`src/rtl/sem_pkg.sv`:
```
package sem_pkg;
   typedef enum logic [1:0] {
      OWN_FREE  = 2'd0,
      OWN_LEFT  = 2'd1,
      OWN_RIGHT = 2'd2
   } owner_e;
endpackage

```
`src/rtl/sem_flag_cell.sv`:
```
module sem_flag_cell
   import sem_pkg::*;
#(
   parameter bit TIE_LEFT = 1'b1
) (
   input  logic clk,
   input  logic rst_n,
   input  logic l_req,
   input  logic l_rel,
   input  logic r_req,
   input  logic r_rel,
   output logic own_l,
   output logic own_r
);
   owner_e owner_q, owner_d;
   logic   pl_q, pr_q, pl_d, pr_d;
   logic   held_l, held_r, keep_l, keep_r, want_l, want_r, free_n, gnt_l, gnt_r;

   always_comb begin
      held_l = (owner_q == OWN_LEFT);
      held_r = (owner_q == OWN_RIGHT);
      keep_l = held_l & ~l_rel;
      keep_r = held_r & ~r_rel;
      want_l = (pl_q | (l_req & ~held_l)) & ~l_rel;
      want_r = (pr_q | (r_req & ~held_r)) & ~r_rel;
      free_n = ~keep_l & ~keep_r;
   end

   generate
      if (TIE_LEFT) begin : g_tie_left
         assign gnt_l = free_n & want_l;
         assign gnt_r = free_n & want_r & ~want_l;
      end else begin : g_tie_right
         assign gnt_r = free_n & want_r;
         assign gnt_l = free_n & want_l & ~want_r;
      end
   endgenerate

   always_comb begin
      if (keep_l)      owner_d = OWN_LEFT;
      else if (keep_r) owner_d = OWN_RIGHT;
      else if (gnt_l)  owner_d = OWN_LEFT;
      else if (gnt_r)  owner_d = OWN_RIGHT;
      else             owner_d = OWN_FREE;
      pl_d = want_l & ~gnt_l;
      pr_d = want_r & ~gnt_r;
   end

   always_ff @(posedge clk or negedge rst_n) begin
      if (!rst_n) begin
         owner_q <= OWN_FREE;
         pl_q    <= 1'b0;
         pr_q    <= 1'b0;
      end else begin
         owner_q <= owner_d;
         pl_q    <= pl_d;
         pr_q    <= pr_d;
      end
   end

   assign own_l = (owner_q == OWN_LEFT);
   assign own_r = (owner_q == OWN_RIGHT);

   // a waiting request exists only while the other side holds the flag
   assert_left_wait_blocked_R6: assert property (@(posedge clk) disable iff (!rst_n)
      pl_q |-> (owner_q == OWN_RIGHT));
   assert_right_wait_blocked_R6: assert property (@(posedge clk) disable iff (!rst_n)
      pr_q |-> (owner_q == OWN_LEFT));
   assert_handover_on_release_R6: assert property (@(posedge clk) disable iff (!rst_n)
      (owner_q == OWN_RIGHT && pl_q && r_rel && !l_rel) |=> (owner_q == OWN_LEFT));
   assert_foreign_release_R7: assert property (@(posedge clk) disable iff (!rst_n)
      (owner_q == OWN_RIGHT && l_rel && !r_rel) |=> (owner_q == OWN_RIGHT && !pl_q));
   assert_free_claim_R5: assert property (@(posedge clk) disable iff (!rst_n)
      (owner_q == OWN_FREE && !pl_q && !pr_q && l_req && !r_req) |=> (owner_q == OWN_LEFT));

   generate
      if (TIE_LEFT) begin : g_tie_chk
         assert_tie_to_left_R8: assert property (@(posedge clk) disable iff (!rst_n)
            (owner_q == OWN_FREE && !pl_q && !pr_q && l_req && r_req) |=> (owner_q == OWN_LEFT && pr_q));
      end
   endgenerate
endmodule

```
`src/rtl/sem_port.sv`:
```
module sem_port #(
   parameter int NUM_FLAGS = 8,
   parameter int DATA_W    = 8,
   parameter int ADDR_W    = $clog2(NUM_FLAGS)
) (
   input  logic                 clk,
   input  logic                 rst_n,
   input  logic                 sem_n,
   input  logic                 mem_ce_n,
   input  logic                 rw,
   input  logic                 oe_n,
   input  logic [ADDR_W-1:0]    addr,
   input  logic [DATA_W-1:0]    wdata,
   input  logic [NUM_FLAGS-1:0] own_vec,
   output logic [NUM_FLAGS-1:0] req_vec,
   output logic [NUM_FLAGS-1:0] rel_vec,
   output logic [DATA_W-1:0]    rdata,
   output logic                 rdata_oe,
   output logic                 conflict
);
   logic sel, illegal, wr_en, rd_en;
   logic unused_wdata;

   assign sel          = ~sem_n & mem_ce_n;
   assign illegal      = ~sem_n & ~mem_ce_n;
   assign wr_en        = sel & ~rw;
   assign rd_en        = sel & rw & ~oe_n;
   assign unused_wdata = ^wdata;

   generate
      for (genvar i = 0; i < NUM_FLAGS; i++) begin : g_dec
         assign req_vec[i] = wr_en & (addr == ADDR_W'(i)) & ~wdata[0];
         assign rel_vec[i] = wr_en & (addr == ADDR_W'(i)) &  wdata[0];
      end
   endgenerate

   always_ff @(posedge clk or negedge rst_n) begin
      if (!rst_n) begin
         rdata    <= '0;
         rdata_oe <= 1'b0;
         conflict <= 1'b0;
      end else begin
         rdata    <= rd_en ? {DATA_W{~own_vec[addr]}} : '0;
         rdata_oe <= rd_en;
         conflict <= illegal;
      end
   end

   assert_status_on_all_bits_R4: assert property (@(posedge clk) disable iff (!rst_n)
      rdata_oe |-> (rdata == '0 || rdata == '1));
   assert_bus_released_R11: assert property (@(posedge clk) disable iff (!rst_n)
      !rdata_oe |-> (rdata == '0));
   assert_illegal_quiet_R9: assert property (@(posedge clk) disable iff (!rst_n)
      illegal |=> (conflict && !rdata_oe));
   assert_no_strobe_when_illegal_R9: assert property (@(posedge clk) disable iff (!rst_n)
      illegal |-> (req_vec == '0 && rel_vec == '0));
endmodule

```
`src/rtl/dual_sem_unit.sv`:
```
module dual_sem_unit #(
   parameter int NUM_FLAGS = 8,
   parameter int DATA_W    = 8,
   parameter bit TIE_LEFT  = 1'b1,
   parameter int ADDR_W    = $clog2(NUM_FLAGS)
) (
   input  logic              clk,
   input  logic              rst_n,
   input  logic              l_sem_n,
   input  logic              l_mem_ce_n,
   input  logic              l_rw,
   input  logic              l_oe_n,
   input  logic [ADDR_W-1:0] l_addr,
   input  logic [DATA_W-1:0] l_wdata,
   output logic [DATA_W-1:0] l_rdata,
   output logic              l_rdata_oe,
   output logic              l_conflict,
   input  logic              r_sem_n,
   input  logic              r_mem_ce_n,
   input  logic              r_rw,
   input  logic              r_oe_n,
   input  logic [ADDR_W-1:0] r_addr,
   input  logic [DATA_W-1:0] r_wdata,
   output logic [DATA_W-1:0] r_rdata,
   output logic              r_rdata_oe,
   output logic              r_conflict
);
   generate
      if (NUM_FLAGS < 2 || NUM_FLAGS != (1 << ADDR_W)) begin : g_bad_flags
         $error("NUM_FLAGS must be a power of two of at least 2");
      end
      if (DATA_W < 1) begin : g_bad_width
         $error("DATA_W must be at least 1");
      end
   endgenerate

   logic [NUM_FLAGS-1:0] own_l, own_r;
   logic [NUM_FLAGS-1:0] l_req, l_rel, r_req, r_rel;

   sem_port #(.NUM_FLAGS(NUM_FLAGS), .DATA_W(DATA_W), .ADDR_W(ADDR_W)) u_left (
      .clk(clk), .rst_n(rst_n), .sem_n(l_sem_n), .mem_ce_n(l_mem_ce_n), .rw(l_rw),
      .oe_n(l_oe_n), .addr(l_addr), .wdata(l_wdata), .own_vec(own_l),
      .req_vec(l_req), .rel_vec(l_rel), .rdata(l_rdata), .rdata_oe(l_rdata_oe),
      .conflict(l_conflict)
   );

   sem_port #(.NUM_FLAGS(NUM_FLAGS), .DATA_W(DATA_W), .ADDR_W(ADDR_W)) u_right (
      .clk(clk), .rst_n(rst_n), .sem_n(r_sem_n), .mem_ce_n(r_mem_ce_n), .rw(r_rw),
      .oe_n(r_oe_n), .addr(r_addr), .wdata(r_wdata), .own_vec(own_r),
      .req_vec(r_req), .rel_vec(r_rel), .rdata(r_rdata), .rdata_oe(r_rdata_oe),
      .conflict(r_conflict)
   );

   generate
      for (genvar f = 0; f < NUM_FLAGS; f++) begin : g_flag
         sem_flag_cell #(.TIE_LEFT(TIE_LEFT)) u_cell (
            .clk(clk), .rst_n(rst_n),
            .l_req(l_req[f]), .l_rel(l_rel[f]),
            .r_req(r_req[f]), .r_rel(r_rel[f]),
            .own_l(own_l[f]), .own_r(own_r[f])
         );
      end
   endgenerate

   // an illegal select on one side, with the other side silent, leaves every flag alone
   assert_illegal_no_change_R9: assert property (@(posedge clk) disable iff (!rst_n)
      (!l_sem_n && !l_mem_ce_n && r_req == '0 && r_rel == '0) |=> ($stable(own_l) && $stable(own_r)));
   // at most one owner per flag
   assert_single_owner_R1: assert property (@(posedge clk) disable iff (!rst_n)
      (own_l & own_r) == '0);
endmodule

```
`config.mk`:
```
export PLATFORM = sky130hd
export DESIGN_NAME = dual_sem_unit
export DESIGN_NICKNAME = d
export VERILOG_FILES = /design/src/rtl/sem_pkg.sv /design/src/rtl/sem_flag_cell.sv /design/src/rtl/sem_port.sv /design/src/rtl/dual_sem_unit.sv
export SDC_FILE = /design/constraint.sdc
export NUM_CORES = 1
export LEC_CHECK = 0
export ABC_AREA = 1
export BUFFER_PORTS_ARGS = -buffer_cell sky130_fd_sc_hd__buf_2
export CAP_MARGIN = 20
export CORE_ASPECT_RATIO = 0.5
export CORE_MARGIN = 2
export CORE_UTILIZATION = 54
export DETAILED_ROUTE_END_ITERATION = 8
export GPL_TIMING_DRIVEN = 0
export PLACE_DENSITY_LB_ADDON = 0.1
export SKIP_LAST_GASP = 1
export SYNTH_ARGS = -nofsm -noshare
export SYNTH_HDL_FRONTEND = slang
export SYNTH_SLANG_ARGS = --single-unit
export TNS_END_PERCENT = 10
```
`constraint.sdc`:
```
create_clock -name clk -period 1.7 [get_ports clk]
set_input_delay 0.085 -clock clk [delete_from_list [all_inputs] [get_ports clk]]
set_output_delay 0.085 -clock clk [all_outputs]
set_load 0.02 [all_outputs]
```
==> run summary, run 1 <==
setup bufs post-CTS = 0
final antenna-violating net count = 0
clock latency on the worst-skew pair = 290 ps
CORE AREA = 3964 µm²
Initial DRT Pass Iterations = 4
Fin Setup TNS = 0 ps
die area = 4749 µm²
Crit path top cell by count = inv_1
Sequential Area = 950.9 µm²
Post-Place Cells = 424
Iter 0 DRT Violations = 88
clk buf depth = 2
critical setup path kind = in -> reg
Cell Count, Final, Fillers Out = 437
Ports = 52
Max IR drop VDD = 0.5591 mV
number of H-tree levels = 2
Num Clock Sinks = 38
detailed-route DRC error count = 0
clk slew on worst S/H paths = 70 ps
DR WL/cell = 11.34 µm
Synth cell types = 21
Setup Skew = 4.975 ps
multi-input logic area = 932.1 µm²
Overflow after GRT = 0
WP data arrival = 1740 ps
final setup fails = 0
Initial Util = 57.01%
sequential cell area fraction in the yosys report = 42.08%
most frequent cells in the layout = 95 x nand2_1, 64 x inv_1, 47 x nor2_1, 38 x dfrtp_1, 36 x buf_2
max-slew violation count = 0
input/output buffers = 35
Die H = 49.74 µm
Final GP Congestion = 0.8613
Worst-Margin Slew = 822.6 ps
crit-path max FO = 10
Vias per Instance = 4.844
DP HPWL = 3.762 mm
CP Launch Type = input port
nets = 416
unrepaired setup endpoints after global routing = false
TritonCTS Buffers = 5
most common cell after layout, fill and taps aside = nand2_1
status = finished clean
die width = 95.48 µm
synth warn = 0
via count = 2117
fmax = 658.7 MHz
Worst EP required = 1920 ps
max cap viols = 0
vias in the first global route = 2050
number of diodes = 0
Slowest-stage cell, CP = dlygate4sd3_1
share of cells above drive strength 1 = 16.45%
Yosys top cell by area = dfrtp_1
CP peak stage delay = 550 ps
Mean Syn Cell Area = 6.745 µm²
# fillers = 356
# rows = 16
Crit. End Element = flop
crit-path cells = dlygate4sd3_1 > buf_2 > inv_1 > nand2_2 > nor2_4 > buf_6 > nand3_1 > a21oi_1 > inv_1 > a21oi_2
Net Count, Synth = 367
Mapped Cells = 335
Worst Hold Class = in -> reg
synth top area cells = dfrtp_1 42%, nand2_1 16%, inv_1 11%
CTS tree = yes
clk root buf = clkbuf_8
#FFs+latches synth = 38
final hold violations = 0
initial antenna violation count = 0
post-synth top area share = 42.08%
global-route wire length before repair = 8.438 mm
Lkg Pwr = 1.475 nW
Pwr Total = 2.718 mW
Slew headroom = 45.16%
final WL = 4.955 mm
Syn Std Cell Area = 2260 µm²
pwr dens = 1024 nW/µm²
Total Routing Usage GR = 23.38%
Layout area overhead = 17.50%
Tmin final = 1518 ps
final worst-path cycle share = 89.30%
largest net degree at the start of global routing = 39
-- cell type report --
| class | count | area share [%] |
|---|---|---|
| flip-flops and latches | 38 | 35.82 |
| multi-input cells | 215 | 35.11 |
| repair buffers | 42 | 9.237 |
| inverters | 64 | 9.048 |
| plain buffers | 18 | 5.137 |
| clock buffers | 6 | 3.110 |
| well taps | 54 | 2.545 |
-- synthesized netlist by cell type --
library cell,number
nand2_2,1
buf_2,1
o21ai_0,10
nor2_1,47
nor2_4,1
o21bai_1,2
inv_1,64
a21oi_1,13
o22ai_1,1
a31oi_1,1
nand3b_1,4
o21ai_1,1
buf_4,14
nand2_1,95
dfrtp_1,38
a21oi_2,2
nor2_2,1
nand3_1,32
clkbuf_1,1
buf_6,2
nor3_1,4
-- cells by family (layout without fill, tap and decap cells) --
logic type	Yosys count	after routing	synth area share, %
buffers and inverters	82	130	16.67
AO/OA/AOI/OAI	30	30	7.309
AND/OR/NAND/NOR	185	185	33.94
flip-flops	38	38	42.08
-- metal layers --
| layer | track usage (%) | wire length (µm) |
|---|---|---|
| met5 | 0 | 0 |
| met4 | 4.762 | 54 |
| met3 | 7.339 | 322 |
| met2 | 37.79 | 2173 |
| met1 | 31.24 | 2405 |
-- state kept, by name, indices dropped and copies added (netlist names) --
name                   count
g_flag.u_cell.owner_q     16
u_left.rdata               1
u_right.conflict           1
g_flag.u_cell.pl_q         8
u_left.conflict            1
u_right.rdata              1
u_right.rdata_oe           1
u_left.rdata_oe            1
g_flag.u_cell.pr_q         8
-- critical path, delay by kind of cell --
kind	cells	cell delay, ps
compound gates	2	280
simple gates	3	360
buf+inv	5	1010
-- power breakdown --
group	total, mW	internal, mW	switching, mW
Sequential	1.14	1.07	0.0695
Clock	0.607	0.313	0.294
Combinational	0.971	0.304	0.667
-- metrics by stage --
step                hold slack [ps]  worst slack (ps)  instance area [µm²]  utilization (%)
detailed placement            235.0             460.2                 2502            63.13
global placement              229.6             515.1                 2502            63.13
floorplan                    -210.6             732.0                 2260                -
global route                  98.36             24.49                 2655            66.98
finish                        68.32             181.9                 2655            66.98
CTS                           67.01             206.9                 2655            66.98
-- timing repair --
| item | in CTS | in global routing |
|---|---|---|
| endpoints found under the hold margin | 42 | 0 |
| resized for setup | 0 | 0 |
| hold buffers | 7 | 0 |
-- path summary, 6_finish.rpt --
| path | start | to | slack, ps | depth (start not counted) |
|---|---|---|---|---|
| worst max-delay path | r_sem_n | g_flag[4].u_cell.pr_q | 180 | 10 |
| worst min-delay path | l_rw | u_left.rdata_oe | 70 | 3 |
| worst max register to register | g_flag[1].u_cell.owner_q[1] | g_flag[1].u_cell.owner_q[0] | 530 | 5 |
| worst min register to register | g_flag[6].u_cell.owner_q[0] | g_flag[6].u_cell.owner_q[1] | 570 | 3 |
| max in group asynchronous | rst_n | u_right.rdata[6] | 750 | 2 |
| min in group asynchronous | rst_n | g_flag[1].u_cell.pr_q | 430 | 2 |
No activity file was read; power rests on OpenSTA's default activity.
==> run 2: changes to the inputs <==
--- a/config.mk
+++ b/config.mk
@@ -7,10 +7,10 @@
 export LEC_CHECK = 0
 export ABC_AREA = 1
 export BUFFER_PORTS_ARGS = -buffer_cell sky130_fd_sc_hd__buf_2
-export CAP_MARGIN = 20
+export CAP_MARGIN = 25
 export CORE_ASPECT_RATIO = 0.5
 export CORE_MARGIN = 2
-export CORE_UTILIZATION = 54
+export CORE_UTILIZATION = 40
 export DETAILED_ROUTE_END_ITERATION = 8
 export GPL_TIMING_DRIVEN = 0
 export PLACE_DENSITY_LB_ADDON = 0.1
==> constraint.sdc (replaced) <==
create_clock -name clk -period 1.25 [get_ports clk]
set_input_delay 0.0625 -clock clk [delete_from_list [all_inputs] [get_ports clk]]
set_output_delay 0.0625 -clock clk [all_outputs]
set_load 0.02 [all_outputs]
==> run 2 against run 1 <==
Clock-buffer cell count up 1. First-iteration DRC count up 38%. Critical path depth down 6. Wire length up 2.1%. Highest routed layer unchanged. Critical endpoint is now u_left.conflict. Global-route usage down 5.8 points.
==> run summary, run 2 (same netlist as run 1, synthesis figures left out) <==
status = finished clean
unrepaired setup endpoints after global routing = true
Final GP Congestion = 0.8431
Worst Hold Class = in -> reg
most frequent cells in the layout = 95 x nand2_1, 64 x inv_1, 46 x nor2_1, 38 x dfrtp_1, 36 x buf_2
final hold violations = 0
Max IR drop VDD = 0.6410 mV
Overflow after GRT = 0
Crit. End Element = flop
# fillers = 555
TritonCTS Buffers = 5
clk root buf = clkbuf_16
clk buf depth = 2
die width = 110.3 µm
WP data arrival = 1350 ps
final worst-path cycle share = 91.43%
nets = 416
initial antenna violation count = 0
worst hold slack = 74.42 ps
Worst EP required = 1460 ps
Pwr Total = 4.122 mW
Vias per Instance = 4.664
final antenna-violating net count = 0
Slew headroom = 41.87%
largest net degree at the start of global routing = 39
# rows = 19
DR WL/cell = 11.04 µm
via count = 2136
CTS tree = yes
max cap viols = 0
fmax = 875.0 MHz
Lkg Pwr = 1.506 nW
Ports = 52
Place WS = 18.50 ps
Setup Skew = 4.028 ps
Layout area overhead = 21.54%
final setup fails = 0
most common cell after layout, fill and taps aside = nand2_1
final worst slack = 107.2 ps
max-slew violation count = 0
clock latency on the worst-skew pair = 280 ps
Initial Util = 41.33%
Core Util, Final = 50.23%
DP HPWL = 3.894 mm
Tmin final = 1143 ps
Num Clock Sinks = 38
final WL = 5.058 mm
number of diodes = 0
number of H-tree levels = 2
pwr dens = 1501 nW/µm²
Worst Hold Path Cells = 3
vias in the first global route = 1898
CP Launch Type = input port
Iter 0 DRT Violations = 121
DP Area = 2526 µm²
crit-path max FO = 2
input/output buffers = 35
critical setup path kind = in -> reg
CORE AREA = 5468 µm²
largest registers = g_flag.u_cell.owner_q (16), g_flag.u_cell.pl_q (8), g_flag.u_cell.pr_q (8)
die area = 6303 µm²
global-route wire length before repair = 8.445 mm
share of cells above drive strength 1 = 16.88%
Biggest register = g_flag.u_cell.owner_q
R2R depth = 6
max FFs per register = 16
Worst-Margin Slew = 871.9 ps
Die H = 57.15 µm
Total Routing Usage GR = 17.54%
clk slew on worst S/H paths = 50 ps
fin area = 2746 µm²
detailed-route DRC error count = 0
Initial DRT Pass Iterations = 4
[run 2: worst paths after layout]
kind,to,slack [ps],start
min in group asynchronous,g_flag[1].u_cell.owner_q[0],450,rst_n
worst min register to register,g_flag[6].u_cell.owner_q[1],570,g_flag[6].u_cell.owner_q[0]
max in group asynchronous,g_flag[5].u_cell.owner_q[1],250,rst_n
worst max-delay path,u_left.conflict,110,l_sem_n
worst max register to register,u_left.rdata[6],120,g_flag[6].u_cell.owner_q[1]
worst min-delay path,u_left.rdata_oe,70,l_rw
[run 2: what timing repair did]
item	CTS	global route
setup buffers	0	0
endpoints found under the hold margin	42	0
endpoints found under the setup margin	0	2
gates resized for setup	0	2
hold buffers	7	0
[run 2: area by class of cell]
class	instances	area (µm²)	area share, %
well taps	73	91.34	3.326
inverters	64	240.2	8.747
flip-flops and latches	38	950.9	34.62
clock buffers	7	142.6	5.194
multi-input cells	215	934.6	34.03
repair buffers	42	245.2	8.929
plain buffers	18	136.4	4.966
clock inverters	1	5.005	0.1822
[run 2: routing by layer]
| metal | wire length [µm] | track usage [%] |
|---|---|---|
| met1 | 2603 | 25.51 |
| met2 | 2133 | 27.17 |
| met5 | 0 | 0 |
| met4 | 24 | 3.214 |
| met3 | 296 | 4.114 |
[run 2: metrics by stage]
stage | TNS [ps] | std cells
floorplan | 0 | 335
global placement | 0 | 443
detailed placement | 0 | 443
CTS | 0 | 458
global route | -30.30 | 458
finish | 0 | 458
[run 2: power by group]
group	total, mW	internal (mW)	switching (mW)
Clock	1.25	0.790	0.456
Combinational	1.32	0.416	0.907
Sequential	1.55	1.46	0.0949
[run 2: critical path, cell delays in order]
cell and delay (ps):
buf_2 100, dlygate4sd3_1 540, nor2_1 100, dlygate4sd3_1 540
==> run 3: changes to the inputs <==
--- a/config.mk
+++ b/config.mk
@@ -5,7 +5,6 @@
 export SDC_FILE = /design/constraint.sdc
 export NUM_CORES = 1
 export LEC_CHECK = 0
-export ABC_AREA = 1
 export BUFFER_PORTS_ARGS = -buffer_cell sky130_fd_sc_hd__buf_2
 export CAP_MARGIN = 25
 export CORE_ASPECT_RATIO = 0.5
==> run 3 against run 2 <==
The flow now finishes with violations (negative setup slack). Clock skew up 3.2 ps. Core utilization up 5.2 points. Die area increased by 4.2%. Global-route usage rose by 2.5 points. Clock power is 14% higher. Sequential share of layout area fell by 3.9 points. Synthesized area increased by 4.5%. Critical endpoint is now u_left.rdata[6].
==> run summary, run 3 <==
status = finished, violations left
failing checks = negative setup slack
Overflow after GRT = 0
most frequent cells in the layout = 37 x dfrtp_1, 32 x buf_4, 32 x buf_2, 20 x nor2_1, 19 x a21oi_1
DP HPWL = 4.392 mm
nets = 347
cell with the most instances after synthesis = dfrtp_1
Slowest-stage cell, CP = dfrtp_1
initial antenna violation count = 0
final worst-path cycle share = 111.3%
origin of the critical flop-to-flop path = g_flag[4].u_cell.owner_q[1]
share of cells above drive strength 1 = 32.91%
number of H-tree levels = 2
Pwr Total = 4.661 mW
Mapped Cells = 253
via count = 2184
Initial DRT Pass Iterations = 5
# rows = 19
CP Launch Type = flop
Place WS = -479.1 ps
most frequent cells after synthesis = 38 x dfrtp_1, 21 x nor2_1, 19 x a21oi_1, 16 x nor3_1, 15 x buf_4
Syn Std Cell Area = 2361 µm²
detailed-route DRC error count = 0
Net Count, Synth = 285
vias in the first global route = 2147
Worst Hold Path Cells = 2
#FFs+latches synth = 38
post-synth top area share = 40.28%
max-slew violation count = 0
Setup Skew = 7.266 ps
Tmin final = 1392 ps
clk root buf = clkbuf_16
critical setup path kind = reg -> reg
Mean Syn Cell Area = 9.332 µm²
internal reg-to-reg setup slack = -140 ps
Cell Count, Final, Fillers Out = 389
CORE AREA = 5587 µm²
clk buf depth = 2
input/output buffers = 32
Yosys top cell by area = dfrtp_1
Post-synth top flop = dfrtp_1
global-route wire length before repair = 10.30 mm
Fin Setup TNS = -754.7 ps
final hold violations = 0
DR WL/cell = 15.81 µm
R2R depth = 5
max cap viols = 0
synth top area cells = dfrtp_1 40%, buf_4 4.8%, a21oi_1 4.0%
die area = 6570 µm²
pwr dens = 1506 nW/µm²
number of diodes = 0
CTS tree = yes
Slew headroom = 41.96%
Hold EP = u_right.rdata_oe
Die H = 58.33 µm
die width = 112.7 µm
Crit. End Element = flop
worst r2r dst = u_left.rdata[6]
Max IR drop VDD = 0.7281 mV
Final GP Congestion = 0.8806
Vias per Instance = 5.614
hold path startpoint = r_sem_n
EDFF count, synth = 0
sequential cell area fraction in the yosys report = 40.28%
Worst EP required = 1420 ps
TritonCTS Buffers = 5
Num Clock Sinks = 38
Lkg Pwr = 1.438 nW
clock latency on the worst-skew pair = 280 ps
final setup fails = 12
Synth cell types = 48
final WL = 6.152 mm
largest registers = g_flag.u_cell.owner_q (16), g_flag.u_cell.pl_q (8), g_flag.u_cell.pr_q (8)
Worst-Margin Slew = 870.7 ps
synth warn = 0
most common cell after layout, fill and taps aside = dfrtp_1
max FFs per register = 16
Layout area overhead = 31.05%
crit-path cells = buf_4 > nor2b_1 > mux4_2 > nand2_1 > o211a_1
Total Routing Usage GR = 20.02%
ys async rst share = 100.0%
Post-Place Cells = 358
final antenna-violating net count = 0
clk slew on worst S/H paths = 60 ps
Iter 0 DRT Violations = 147
fmax = 718.5 MHz
# fillers = 499
Ports = 52
CP peak stage delay = 370 ps
WP data arrival = 1560 ps
Biggest register = g_flag.u_cell.owner_q
largest net degree at the start of global routing = 39
Worst Hold Class = in -> reg
unrepaired setup endpoints after global routing = true
final worst slack = -141.9 ps
crit-path max FO = 2
Initial Util = 42.26%
## run 3: changes by cell type after synthesis, sizes merged, moves of 6 or more
cell	before	now
nor3	4	16
nand2	96	14
a211oi	0	6
nand3	32	4
inv	64	7
nor2b	0	10
nand2b	0	13
and3	0	6
nor2	49	21
o21a	0	7
## run 3: through the flow
stage	utilization (%)	hold slack [ps]	instance area, µm²
2_1_floorplan	-	-233.1	2386
3_3_place_gp	47.21	241.9	2638
3_5_place_dp	47.21	238.8	2638
6_report	55.39	29.19	3094
4_1_cts	53.82	25.88	3007
5_1_grt	55.39	54.88	3094
## run 3: metal layers
metal	up-vias	global-route usage, %	share of wire, %
met5	-	0	0
met2	58	32.76	46
met3	5	4.222	7.2
li1	1052	-	-
met4	0	4.878	0.54
met1	1069	27.84	46
## run 3: cell families (layout without fill, tap and decap cells)
logic type	count (synthesis)	count (layout)	synth area share [%]
AND/OR/NAND/NOR	107	107	26.44
adder cells (fa/ha/maj)	2	2	0.8479
flip-flops	38	38	40.28
multiplexers	4	4	4.133
AO/OA/AOI/OAI	73	73	21.25
buffers and inverters	29	92	7.048
## run 3: repair_timing
item,CTS,global route
buffers inserted,13,4
pin swaps,1,4
setup endpoints to repair,20,30
endpoints found under the hold margin,42,0
gates resized for setup,13,16
hold buffers,6,0
## run 3: where the power goes
| part | total (mW) | switching [mW] | internal (mW) |
|---|---|---|---|
| clock network | 1.42 | 0.478 | 0.943 |
| logic | 1.60 | 0.760 | 0.837 |
| registers | 1.64 | 0.193 | 1.45 |
## run 3: final cells by class
class / count / area [µm²] / share of cell area, %
tap: 73 / 91.34 / 2.952
clock inverter: 1 / 30.03 / 0.9705
sequential: 38 / 952.2 / 30.77
multi-input combinational: 186 / 1368 / 44.20
timing repair buffer: 55 / 347.8 / 11.24
inverter: 7 / 26.28 / 0.8492
clock buffer: 7 / 132.6 / 4.286
buffer: 22 / 146.4 / 4.731
## run 3: worst max-delay path by stage
stage / from / endpoint / slack, ps / depth (start not counted)
2_1_floorplan: r_addr[1] / g_flag[1].u_cell.owner_q[0] / -110 / 5
6_report: g_flag[4].u_cell.owner_q[1] / u_left.rdata[6] / -140 / 5
5_1_grt: g_flag[1].u_cell.owner_q[1] / u_left.rdata[6] / -180 / 3
3_3_place_gp: l_sem_n / g_flag[5].u_cell.pr_q / -480 / 5
4_1_cts: g_flag[3].u_cell.owner_q[0] / u_right.rdata[6] / -150 / 3
3_5_place_dp: l_sem_n / g_flag[5].u_cell.pr_q / -480 / 5
## run 3: worst max-delay path, delay by kind of cell, from the launching register on
kind | cells | cell delay, ps
buf+inv | 1 | 130
mux | 1 | 290
compound gates | 1 | 170
simple gates | 2 | 310
flops | 1 | 370
